## config.mk

```make
export PLATFORM = sky130hd
export DESIGN_NAME = usbh_irq_unit
export DESIGN_NICKNAME = d
export VERILOG_FILES = /design/src/rtl/usbh_irq_pkg.sv /design/src/rtl/usbh_irq_status.sv /design/src/rtl/usbh_irq_enable.sv /design/src/rtl/usbh_irq_wb_fsm.sv /design/src/rtl/usbh_irq_unit.sv
export SDC_FILE = /design/constraint.sdc
export NUM_CORES = 1
export LEC_CHECK = 0
export ABC_AREA = 1
export BUFFER_PORTS_ARGS = -buffer_cell sky130_fd_sc_hd__buf_4
export CAP_MARGIN = 0
export CORE_MARGIN = 2
export CORE_UTILIZATION = 42
export DETAILED_ROUTE_END_ITERATION = 12
export PLACE_DENSITY = 0.93
export SKIP_LAST_GASP = 1
export SLEW_MARGIN = 0
export SYNTH_ARGS = -nofsm -noshare
export SYNTH_HDL_FRONTEND = slang
export SYNTH_HIERARCHICAL = 1
export SYNTH_SLANG_ARGS = --single-unit
```

## constraint.sdc

```tcl
create_clock -name clk -period 1.5 [get_ports clk]
set_input_delay 0.075 -clock clk [delete_from_list [all_inputs] [get_ports clk]]
set_output_delay 0.075 -clock clk [all_outputs]
set_load 0.05 [all_outputs]
```

## src/rtl/usbh_irq_pkg.sv

```systemverilog
package usbh_irq_pkg;

    localparam int NUM_SRC  = 4;
    localparam int SRC_OVR  = 0;
    localparam int SRC_WBD  = 1;
    localparam int SRC_SOF  = 2;
    localparam int SRC_RSM  = 3;

    localparam int ADDR_W   = 2;
    localparam logic [ADDR_W-1:0] REG_STATUS = 2'd0;
    localparam logic [ADDR_W-1:0] REG_EN_SET = 2'd1;
    localparam logic [ADDR_W-1:0] REG_EN_CLR = 2'd2;
    localparam logic [ADDR_W-1:0] REG_OVR_CNT = 2'd3;

    typedef enum logic [1:0] {
        WB_IDLE  = 2'd0,
        WB_WRITE = 2'd1,
        WB_HOLD  = 2'd2,
        WB_PEND  = 2'd3
    } wb_state_t;

endpackage

```

## src/rtl/usbh_irq_status.sv

```systemverilog
module usbh_irq_status #(
    parameter int NUM_SRC = 4,
    parameter int CNT_W   = 2
) (
    input  logic               clk,
    input  logic               rst_n,
    input  logic [NUM_SRC-1:0] set_vec,
    input  logic [NUM_SRC-1:0] clr_vec,
    input  logic               ovr_evt,
    output logic [NUM_SRC-1:0] status_q,
    output logic [CNT_W-1:0]   ovr_cnt_q
);

    localparam logic [CNT_W-1:0] CNT_ONE = {{(CNT_W-1){1'b0}}, 1'b1};
    localparam logic [CNT_W-1:0] CNT_TOP = {CNT_W{1'b1}};

    for (genvar i = 0; i < NUM_SRC; i++) begin : g_bit
        always_ff @(posedge clk or negedge rst_n) begin
            if (!rst_n) begin
                status_q[i] <= 1'b0;
            end else if (set_vec[i]) begin
                status_q[i] <= 1'b1;
            end else if (clr_vec[i]) begin
                status_q[i] <= 1'b0;
            end
        end

        AST_SET_WINS: assert property (@(posedge clk) disable iff (!rst_n)
            set_vec[i] |=> status_q[i]);
        AST_CLEAR_TAKES: assert property (@(posedge clk) disable iff (!rst_n)
            (clr_vec[i] && !set_vec[i]) |=> !status_q[i]);
        AST_STICKY: assert property (@(posedge clk) disable iff (!rst_n)
            (status_q[i] && !clr_vec[i]) |=> status_q[i]);
    end

    always_ff @(posedge clk or negedge rst_n) begin
        if (!rst_n) begin
            ovr_cnt_q <= '0;
        end else if (ovr_evt) begin
            ovr_cnt_q <= ovr_cnt_q + CNT_ONE;
        end
    end

    AST_CNT_WRAP: assert property (@(posedge clk) disable iff (!rst_n)
        (ovr_evt && ovr_cnt_q == CNT_TOP) |=> (ovr_cnt_q == '0));
    AST_CNT_HOLD: assert property (@(posedge clk) disable iff (!rst_n)
        !ovr_evt |=> $stable(ovr_cnt_q));

endmodule

```

## src/rtl/usbh_irq_enable.sv

```systemverilog
module usbh_irq_enable #(
    parameter int NUM_SRC = 4
) (
    input  logic               clk,
    input  logic               rst_n,
    input  logic               set_we,
    input  logic               clr_we,
    input  logic [NUM_SRC-1:0] wr_bits,
    input  logic               wr_master,
    output logic [NUM_SRC-1:0] en_q,
    output logic               mie_q
);

    for (genvar i = 0; i < NUM_SRC; i++) begin : g_en
        always_ff @(posedge clk or negedge rst_n) begin
            if (!rst_n) begin
                en_q[i] <= 1'b0;
            end else if (set_we && wr_bits[i]) begin
                en_q[i] <= 1'b1;
            end else if (clr_we && wr_bits[i]) begin
                en_q[i] <= 1'b0;
            end
        end
    end

    always_ff @(posedge clk or negedge rst_n) begin
        if (!rst_n) begin
            mie_q <= 1'b0;
        end else if (set_we && wr_master) begin
            mie_q <= 1'b1;
        end else if (clr_we && wr_master) begin
            mie_q <= 1'b0;
        end
    end

    AST_SET_KEEPS_ONES: assert property (@(posedge clk) disable iff (!rst_n)
        set_we |=> ((en_q & $past(en_q)) == $past(en_q)));
    AST_SET_KEEPS_MIE: assert property (@(posedge clk) disable iff (!rst_n)
        (set_we && mie_q) |=> mie_q);
    AST_IDLE_STABLE: assert property (@(posedge clk) disable iff (!rst_n)
        (!set_we && !clr_we) |=> ($stable(en_q) && $stable(mie_q)));

endmodule

```

## src/rtl/usbh_irq_wb_fsm.sv

```systemverilog
module usbh_irq_wb_fsm
    import usbh_irq_pkg::*;
(
    input  logic clk,
    input  logic rst_n,
    input  logic wb_req,
    input  logic done_clr,
    output logic wb_strobe,
    output logic done_set
);

    wb_state_t state_q;
    wb_state_t state_d;

    always_ff @(posedge clk or negedge rst_n) begin
        if (!rst_n) begin
            state_q <= WB_IDLE;
        end else begin
            state_q <= state_d;
        end
    end

    always_comb begin
        state_d = state_q;
        unique case (state_q)
            WB_IDLE: begin
                if (wb_req) state_d = WB_WRITE;
            end
            WB_WRITE: begin
                state_d = wb_req ? WB_PEND : WB_HOLD;
            end
            WB_HOLD: begin
                if (done_clr) state_d = wb_req ? WB_WRITE : WB_IDLE;
                else if (wb_req) state_d = WB_PEND;
            end
            WB_PEND: begin
                if (done_clr) state_d = WB_WRITE;
            end
            default: state_d = WB_IDLE;
        endcase
    end

    always_comb begin
        wb_strobe = 1'b0;
        done_set  = 1'b0;
        unique case (state_q)
            WB_WRITE: begin
                wb_strobe = 1'b1;
                done_set  = 1'b1;
            end
            WB_IDLE, WB_HOLD, WB_PEND: begin
                wb_strobe = 1'b0;
                done_set  = 1'b0;
            end
            default: begin
                wb_strobe = 1'b0;
                done_set  = 1'b0;
            end
        endcase
    end

    AST_PEND_WAITS: assert property (@(posedge clk) disable iff (!rst_n)
        (state_q == WB_PEND && !done_clr) |=> (state_q == WB_PEND));
    AST_PEND_ISSUES: assert property (@(posedge clk) disable iff (!rst_n)
        (state_q == WB_PEND && done_clr) |=> wb_strobe);

endmodule

```

## src/rtl/usbh_irq_unit.sv

```systemverilog
module usbh_irq_unit
    import usbh_irq_pkg::*;
#(
    parameter int DATA_W  = 32,
    parameter int CNT_W   = 2,
    parameter int MIE_BIT = 31
) (
    input  logic              clk,
    input  logic              rst_n,
    input  logic              reg_wr,
    input  logic [ADDR_W-1:0] reg_addr,
    input  logic [DATA_W-1:0] reg_wdata,
    output logic [DATA_W-1:0] reg_rdata,
    input  logic              ev_resume,
    input  logic              ev_sof,
    input  logic              ev_overrun,
    input  logic              sw_resume_active,
    input  logic              wb_req,
    output logic              wb_strobe,
    output logic              sof_token_req,
    output logic              irq
);

    logic               wr_status;
    logic               wr_en_set;
    logic               wr_en_clr;
    logic [NUM_SRC-1:0] clr_vec;
    logic [NUM_SRC-1:0] set_vec;
    logic [NUM_SRC-1:0] status_q;
    logic [NUM_SRC-1:0] en_q;
    logic               mie_q;
    logic [CNT_W-1:0]   ovr_cnt_q;
    logic               done_set;
    logic               done_clr;
    logic               sof_q;

    assign wr_status = reg_wr && (reg_addr == REG_STATUS);
    assign wr_en_set = reg_wr && (reg_addr == REG_EN_SET);
    assign wr_en_clr = reg_wr && (reg_addr == REG_EN_CLR);
    assign clr_vec   = wr_status ? reg_wdata[NUM_SRC-1:0] : '0;
    assign done_clr  = clr_vec[SRC_WBD];

    always_comb begin
        set_vec          = '0;
        set_vec[SRC_OVR] = ev_overrun;
        set_vec[SRC_WBD] = done_set;
        set_vec[SRC_SOF] = ev_sof;
        set_vec[SRC_RSM] = ev_resume && !sw_resume_active;
    end

    usbh_irq_wb_fsm u_wb (
        .clk       (clk),
        .rst_n     (rst_n),
        .wb_req    (wb_req),
        .done_clr  (done_clr),
        .wb_strobe (wb_strobe),
        .done_set  (done_set)
    );

    usbh_irq_status #(
        .NUM_SRC (NUM_SRC),
        .CNT_W   (CNT_W)
    ) u_status (
        .clk       (clk),
        .rst_n     (rst_n),
        .set_vec   (set_vec),
        .clr_vec   (clr_vec),
        .ovr_evt   (ev_overrun),
        .status_q  (status_q),
        .ovr_cnt_q (ovr_cnt_q)
    );

    usbh_irq_enable #(
        .NUM_SRC (NUM_SRC)
    ) u_enable (
        .clk       (clk),
        .rst_n     (rst_n),
        .set_we    (wr_en_set),
        .clr_we    (wr_en_clr),
        .wr_bits   (reg_wdata[NUM_SRC-1:0]),
        .wr_master (reg_wdata[MIE_BIT]),
        .en_q      (en_q),
        .mie_q     (mie_q)
    );

    always_ff @(posedge clk or negedge rst_n) begin
        if (!rst_n) begin
            sof_q <= 1'b0;
        end else begin
            sof_q <= ev_sof;
        end
    end

    assign sof_token_req = sof_q;
    assign irq           = mie_q && |(status_q & en_q);

    always_comb begin
        reg_rdata = '0;
        unique case (reg_addr)
            REG_STATUS:  reg_rdata[NUM_SRC-1:0] = status_q;
            REG_EN_SET,
            REG_EN_CLR: begin
                reg_rdata[NUM_SRC-1:0] = en_q;
                reg_rdata[MIE_BIT]     = mie_q;
            end
            REG_OVR_CNT: reg_rdata[CNT_W-1:0] = ovr_cnt_q;
            default:     reg_rdata = '0;
        endcase
    end

    AST_NO_WB_WHILE_DONE: assert property (@(posedge clk) disable iff (!rst_n)
        wb_strobe |-> !status_q[SRC_WBD]);
    AST_DONE_AFTER_WB: assert property (@(posedge clk) disable iff (!rst_n)
        wb_strobe |=> status_q[SRC_WBD]);
    AST_WB_ONE_CYCLE: assert property (@(posedge clk) disable iff (!rst_n)
        wb_strobe |=> !wb_strobe);
    AST_SOF_WITH_BIT: assert property (@(posedge clk) disable iff (!rst_n)
        sof_token_req |-> status_q[SRC_SOF]);
    AST_RESUME_MASKED: assert property (@(posedge clk) disable iff (!rst_n)
        (sw_resume_active && !status_q[SRC_RSM]) |=> !status_q[SRC_RSM]);
    AST_IRQ_NEEDS_MASTER: assert property (@(posedge clk) disable iff (!rst_n)
        irq |-> mie_q);

endmodule

```

==> flow_metrics.py, run 1 <==
metrics = {
    "worst_setup_path": {
        "cp.arrival_ps": 1200,
        "path_buf_inv": 2,
        "rrSetupSlack_ps": 320,
        "crit_slowest_cell": "dfrtp_1",
        "crit_chain": "inv_1 > ha_1 > buf_4",
        "ff2ff_path_depth": 7,
        "crit_family": "flip-flops",
        "end_kind": "primary output",
        "max_stage_delay_ps": 420,
        "crit_type": "reg2out",
        "reg2reg_to": "u_wb/state_q[0]$_DFFE_PN0P_",
        "critPathMaxFanout": 4,
        "r2r-start": "u_wb/state_q[0]$_DFFE_PN0P_",
        "startpoint_type": "flip-flop",
        "crit_required_ps": 1420,
    },
    "logic_synthesis": {
        "synth_area_leaders": "dfrtp_1, nand2_1, buf_4",
        "seq_area_frac_synth_pct": 30.6,
        "synth_most_common_cell": "nand2_1",
        "synth_top_area_cell": "dfrtp_1",
        "synthCells": 162,
        "ys_ff_latch": 14,
        "synth_flop_cell": "dfrtp_1",
        "avgSynthCellArea_sq_um": 7.07,
        "synth_commonest_cells": "nand2_1, buf_4, inv_1",
        "yosys_warnings": 6,
        "async_reset_ff_share_pct": 100,
        "synth_edf_count": 0,
        "synth.top_cell.area_share_pct": 30.6,
        "synth_area_sq_um": 1150,
        "synth_cell_types": 16,
    },
    "placement": {
        "dpl.hpwl_um": 1640,
        "io_buffer_count": 22,
        "gp_congestion": 0.799,
        "placed_cell_area_sq_um": 1240,
        "pre_cts_ws_ps": 155,
    },
    "route": {
        "viasPerCell": 4.13,
        "wire_per_inst_um": 9.07,
        "wl_um": 1980,
        "vias": 900,
        "first_pass_iters": 4,
        "drt-initial-drc-count": 10,
        "route.antenna.remaining_nets": 0,
        "drc_errors": 0,
    },
    "cells_and_area": {
        "layout.nets": 242,
        "final-seq-area_sq_um": 350,
        "drive_gt1_share_pct": 18.1,
        "syn_to_final_growth_pct": 12.2,
        "num-fill-cells": 260,
        "multi_input_area_sq_um": 593,
        "stdcell_area_sq_um": 1290,
        "antennaDiodeCount": 0,
    },
    "flow_run": {
        "maxCapViolCount": 0,
    },
    "clock_tree": {
        "cts_hold_buf": 2,
        "cts.path.max_buffers": 2,
        "clock_sinks": 14,
        "clk_pin_slew_ps": 80,
        "cts_tree": "done",
        "post-cts-setup-buffers": 0,
        "cts_resized": 0,
        "root_buffer": "clkbuf_4",
        "cts_buffers": 3,
        "clk_latency_ps": 270,
        "htree_levels": 1,
    },
    "min_path": {
        "hold_class": "in2reg",
        "holdPathEnd": "u_enable/mie_q$_DFFE_PN0P_",
        "worstHoldStart": "reg_wdata[31]",
        "holdPathStages": 3,
    },
    "grt": {
        "grt_overflow": 0,
        "grt_max_degree": 15,
        "antenna_found_initial": 0,
        "grt_use_total_pct": 12.6,
        "grt_pass1_vias": 835,
        "grt_pass1_wl_um": 3280,
    },
    "floorplanning": {
        "dieWidth_um": 56.2,
        "core_area_sq_um": 2520,
        "io_pins": 77,
        "rows": 18,
        "die_height_um": 56.2,
        "start_util_pct": 45.4,
        "dieArea_sq_um": 3160,
    },
    "sta": {
        "finalCritPeriodShare_pct": 84.7,
        "finalWorstSetupSlack_ps": 229,
        "drv_slew": 0,
        "setup_tns_ps": 0,
        "timing.fmax_mhz": 787,
        "skew_ps": 0.843,
        "finalHoldViolations": 0,
        "grt_setup_unrepaired": "false",
        "finalSetupViolCount": 0,
        "fin_crit_ps": 1270,
    },
    "power": {
        "peakVddDrop_mv": 0.836,
        "pwr_density_cell_nw_per_um2": 1240,
        "power_leakage_nw": 0.814,
    },
    "outcome": {
        "status": "finished clean",
    },
}
[cells by family (layout without fill, tap and decap cells)]
| group | count (synthesis) | in the layout | share of synthesized area (%) |
|---|---|---|---|
| AO/OA/AOI/OAI | 7 | 7 | 4.48 |
| flip-flops | 14 | 14 | 30.6 |
| other | 1 | 27 | 0.327 |
| adder cells (fa/ha/maj) | 10 | 10 | 10.9 |
| buffers and inverters | 52 | 52 | 26.2 |
| AND/OR/NAND/NOR | 78 | 78 | 27.5 |
[layout by cell type, fill, tap and decap left out, drive strengths merged]
cell / Yosys / layout
conb: 1 / 27
clkbuf: 0 / 3
ha: 10 / 10
nand2: 63 / 63
a21boi: 1 / 1
buf: 28 / 23
nand3: 4 / 4
nor2: 11 / 11
o21bai: 4 / 4
inv: 24 / 24
dfrtp: 14 / 14
dlygate4sd3: 0 / 2
a21oi: 2 / 2
[through the flow]
step	utilization (%)	hold slack [ps]	std cells	total power [W]
2_1_floorplan	-	-221	188	0.00127
3_3_place_gp	49.3	-67.8	213	0.00137
3_5_place_dp	49.3	-66.5	213	0.00139
4_1_cts	51.0	6.40	218	0.00160
5_1_grt	51.0	6.02	218	0.00171
6_report	51.0	14.1	218	0.00159
[worst max-delay path by stage]
stage	start	end	depth (start not counted)	slack [ps]
finish	u_wb/state_q[1]$_DFFE_PN0P_	wb_strobe	3	230
global route	u_wb/state_q[1]$_DFFE_PN0P_	wb_strobe	3	150
CTS	u_wb/state_q[1]$_DFFE_PN0P_	wb_strobe	3	220
detailed placement	reg_addr[0]	u_wb/state_q[0]$_DFFE_PN0P_	10	160
global placement	reg_addr[0]	u_wb/state_q[0]$_DFFE_PN0P_	11	200
floorplan	reg_addr[0]	reg_rdata[3]	4	150
[cell type report]
| class | count | share of cell area [%] |
|---|---|---|
| Clock buffer | 3 | 1.75 |
| Inverter | 24 | 7.00 |
| Multi-Input combinational cell | 122 | 46.1 |
| Sequential cell | 14 | 27.2 |
| Tap cell | 30 | 2.92 |
| Timing Repair Buffer | 25 | 15.0 |
[flip-flops by register name, summed over array words and instances (netlist names)]
| signal | cells |
|---|---|
| u_status/ovr_cnt_q | 2 |
| sof_token_req | 1 |
| u_enable/mie_q | 1 |
| u_enable/en_q | 4 |
| u_status/status_q | 4 |
| u_wb/state_q | 2 |
[report_power, final]
group	internal [W]	switching [W]	total, W	leakage [nW]
sequential	0.000455	0.0000722	0.000528	0.156
combinational	0.000270	0.000588	0.000858	0.645
clock	0.0000927	0.000115	0.000208	0.0138
total	0.000818	0.000776	0.00159	0.814
[metal layers]
metal	share of wire, %	track usage, %	up-vias
met5	0	0	-
li1	-	-	476
met4	0.40	3.06	0
met3	5.6	1.86	2
met2	50	22.0	31
met1	44	16.3	391
[worst register-to-register path, delay by kind of cell, from the launching register on]
family,cells,cell delay (ps)
simple gates,4,270
buf+inv,2,160
fa+ha+maj,1,210
flops,1,440
(Power assumes the default switching activity.)
==> run 2: changes to the inputs <==
--- a/config.mk
+++ b/config.mk
@@ -9,9 +9,9 @@
 export BUFFER_PORTS_ARGS = -buffer_cell sky130_fd_sc_hd__buf_4
 export CAP_MARGIN = 0
 export CORE_MARGIN = 2
-export CORE_UTILIZATION = 42
+export CORE_UTILIZATION = 37
 export DETAILED_ROUTE_END_ITERATION = 12
-export PLACE_DENSITY = 0.93
+export PLACE_DENSITY = 0.87
 export SKIP_LAST_GASP = 1
 export SLEW_MARGIN = 0
 export SYNTH_ARGS = -nofsm -noshare
==> constraint.sdc (replaced) <==
create_clock -name clk -period 1.1 [get_ports clk]
set_input_delay 0.055 -clock clk [delete_from_list [all_inputs] [get_ports clk]]
set_output_delay 0.055 -clock clk [all_outputs]
set_load 0.05 [all_outputs]
==> flow_metrics.py, run 2 (same netlist as run 1, synthesis figures left out) <==
metrics = {
    "worst_setup_path": {
        "critPathMaxFanout": 2,
        "crit_type": "reg2out",
        "cp.arrival_ps": 1130,
        "crit_required_ps": 1040,
        "end_kind": "primary output",
        "ff2ff_path_depth": 6,
        "crit_chain": "buf_6 > ha_4 > buf_8",
        "startpoint_type": "flip-flop",
        "max_stage_delay_ps": 420,
        "r2r-start": "u_wb/state_q[0]$_DFFE_PN0P_",
        "rrSetupSlack_ps": -70,
        "crit_slowest_cell": "dfrtp_1",
        "reg2reg_to": "u_wb/state_q[1]$_DFFE_PN0P_",
    },
    "route": {
        "drc_errors": 0,
        "route.antenna.remaining_nets": 0,
        "drt-initial-drc-count": 34,
        "vias": 1035,
        "wire_per_inst_um": 10.0,
        "wl_um": 2420,
        "viasPerCell": 4.29,
        "first_pass_iters": 4,
    },
    "min_path": {
        "worstHoldStart": "ev_overrun",
        "holdPathStages": 2,
        "holdPathEnd": "u_status/status_q[0]$_DFFE_PN0P_",
        "hold_class": "in2reg",
    },
    "floorplanning": {
        "dieArea_sq_um": 3560,
        "rows": 20,
        "dieWidth_um": 59.7,
        "die_height_um": 59.7,
        "io_pins": 77,
        "core_area_sq_um": 3000,
        "start_util_pct": 38.2,
    },
    "grt": {
        "top_usage_layer": "met2",
        "grt.met3_usage_pct": 3.46,
        "antenna_found_initial": 0,
        "grtUsageMet1_pct": 17.2,
        "grt_use_total_pct": 14.8,
        "grt_max_degree": 15,
        "grt_pass1_wl_um": 3910,
        "met2_usage_pct": 25.8,
        "grt_pass1_vias": 980,
        "grt_overflow": 0,
    },
    "sta": {
        "skew_ps": 2.48,
        "finalWorstSetupSlack_ps": -88.1,
        "fin_crit_ps": 1190,
        "hold_slack_ps": 10.0,
        "timing.fmax_mhz": 842,
        "finalHoldViolations": 0,
        "finalSetupViolCount": 8,
        "drv_slew": 0,
        "finalCritPeriodShare_pct": 108,
        "grt_setup_unrepaired": "true",
    },
    "outcome": {
        "status": "finished with violations",
        "violations": "negative setup slack",
    },
    "cells_and_area": {
        "antennaDiodeCount": 0,
        "layout.nets": 261,
        "drive_gt1_share_pct": 29.8,
        "syn_to_final_growth_pct": 36.2,
        "top_regs": "u_enable/en_q (4), u_status/status_q (4)",
        "post-route-util_pct": 52.0,
        "final_common_cell": "nand2_1",
        "final_cell_mix": "nand2_1, buf_4, conb_1, inv_1, dfrtp_1",
    },
    "power": {
        "p_seq_share_pct": 25.4,
        "p_int_w": 0.00152,
        "pwr_density_cell_nw_per_um2": 1770,
        "p_sw_w": 0.00125,
        "peakVddDrop_mv": 0.689,
        "p_sw_share_pct": 45.2,
        "clock_power_share_pct": 13.4,
        "pwr-share-comb_pct": 61.2,
        "p_total_w": 0.00277,
        "power_leakage_nw": 0.925,
    },
    "clock_tree": {
        "cts.path.max_buffers": 2,
        "clock_sinks": 14,
        "htree_levels": 1,
        "clk_latency_ps": 280,
        "cts_tree": "done",
        "cts_buffers": 3,
        "clk_pin_slew_ps": 80,
        "root_buffer": "clkbuf_4",
    },
    "placement": {
        "pre_cts_ws_ps": -92.6,
        "dpl.hpwl_um": 1770,
        "gp_congestion": 0.789,
        "io_buffer_count": 22,
    },
    "flow_run": {
        "maxCapViolCount": 0,
    },
}
-- run 2: per-stage QoR --
step,setup TNS [ps],area (sq um),std cells
floorplan,0,1250,188
global placement,-64.9,1300,222
detailed placement,-184,1300,222
CTS,-383,1550,241
global route,-832,1560,241
finish,-388,1560,241
-- run 2: worst max-delay path, delay by kind of cell, from the launching register on --
family	cells	cell delay, ps
adder cells (fa/ha/maj)	1	160
buffers and inverters	2	280
flip-flops	1	420
-- run 2: layout make-up --
type | instances | area (sq um)
multi-input combinational | 122 | 656
clock buffer | 4 | 36.3
tap | 33 | 41.3
inverter | 24 | 95.1
fill | 285 | 1440
timing repair buffer | 44 | 383
sequential | 14 | 350
-- run 2: how the worst max path moves through the flow --
stage,endpoint,slack [ps],startpoint
2_1_floorplan,u_wb/state_q[1]$_DFFE_PN0P_,30,u_wb/state_q[0]$_DFFE_PN0P_
6_report,wb_strobe,-90,u_wb/state_q[0]$_DFFE_PN0P_
3_3_place_gp,u_wb/state_q[1]$_DFFE_PN0P_,-30,reg_addr[0]
4_1_cts,wb_strobe,-90,u_wb/state_q[0]$_DFFE_PN0P_
5_1_grt,irq,-130,u_status/status_q[2]$_DFFE_PN0P_
3_5_place_dp,u_wb/state_q[0]$_DFFE_PN0P_,-90,reg_addr[0]
-- run 2: what timing repair did --
action                     CTS  global route
setup buffers                9             0
hold buffers                 6             0
setup endpoints to repair    8             9
gates resized for setup     22             3
pin swaps                   12             4
hold endpoints to repair    20             0
-- run 2: power groups by stage --
stage               clock network (W)  registers (W)  logic (W)
finish                       0.000371       0.000705    0.00170
global route                 0.000402       0.000720    0.00183
CTS                          0.000385       0.000702    0.00164
global placement                    0       0.000723    0.00120
floorplan                           0       0.000711    0.00103
detailed placement                  0       0.000726    0.00124
-- run 2: layer usage --
| layer | share of wire, % | vias up |
|---|---|---|
| li1 | - | 516 |
| met1 | 41 | 468 |
| met5 | 0 | - |
| met2 | 51 | 45 |
| met3 | 5.9 | 6 |
| met4 | 1.7 | 0 |
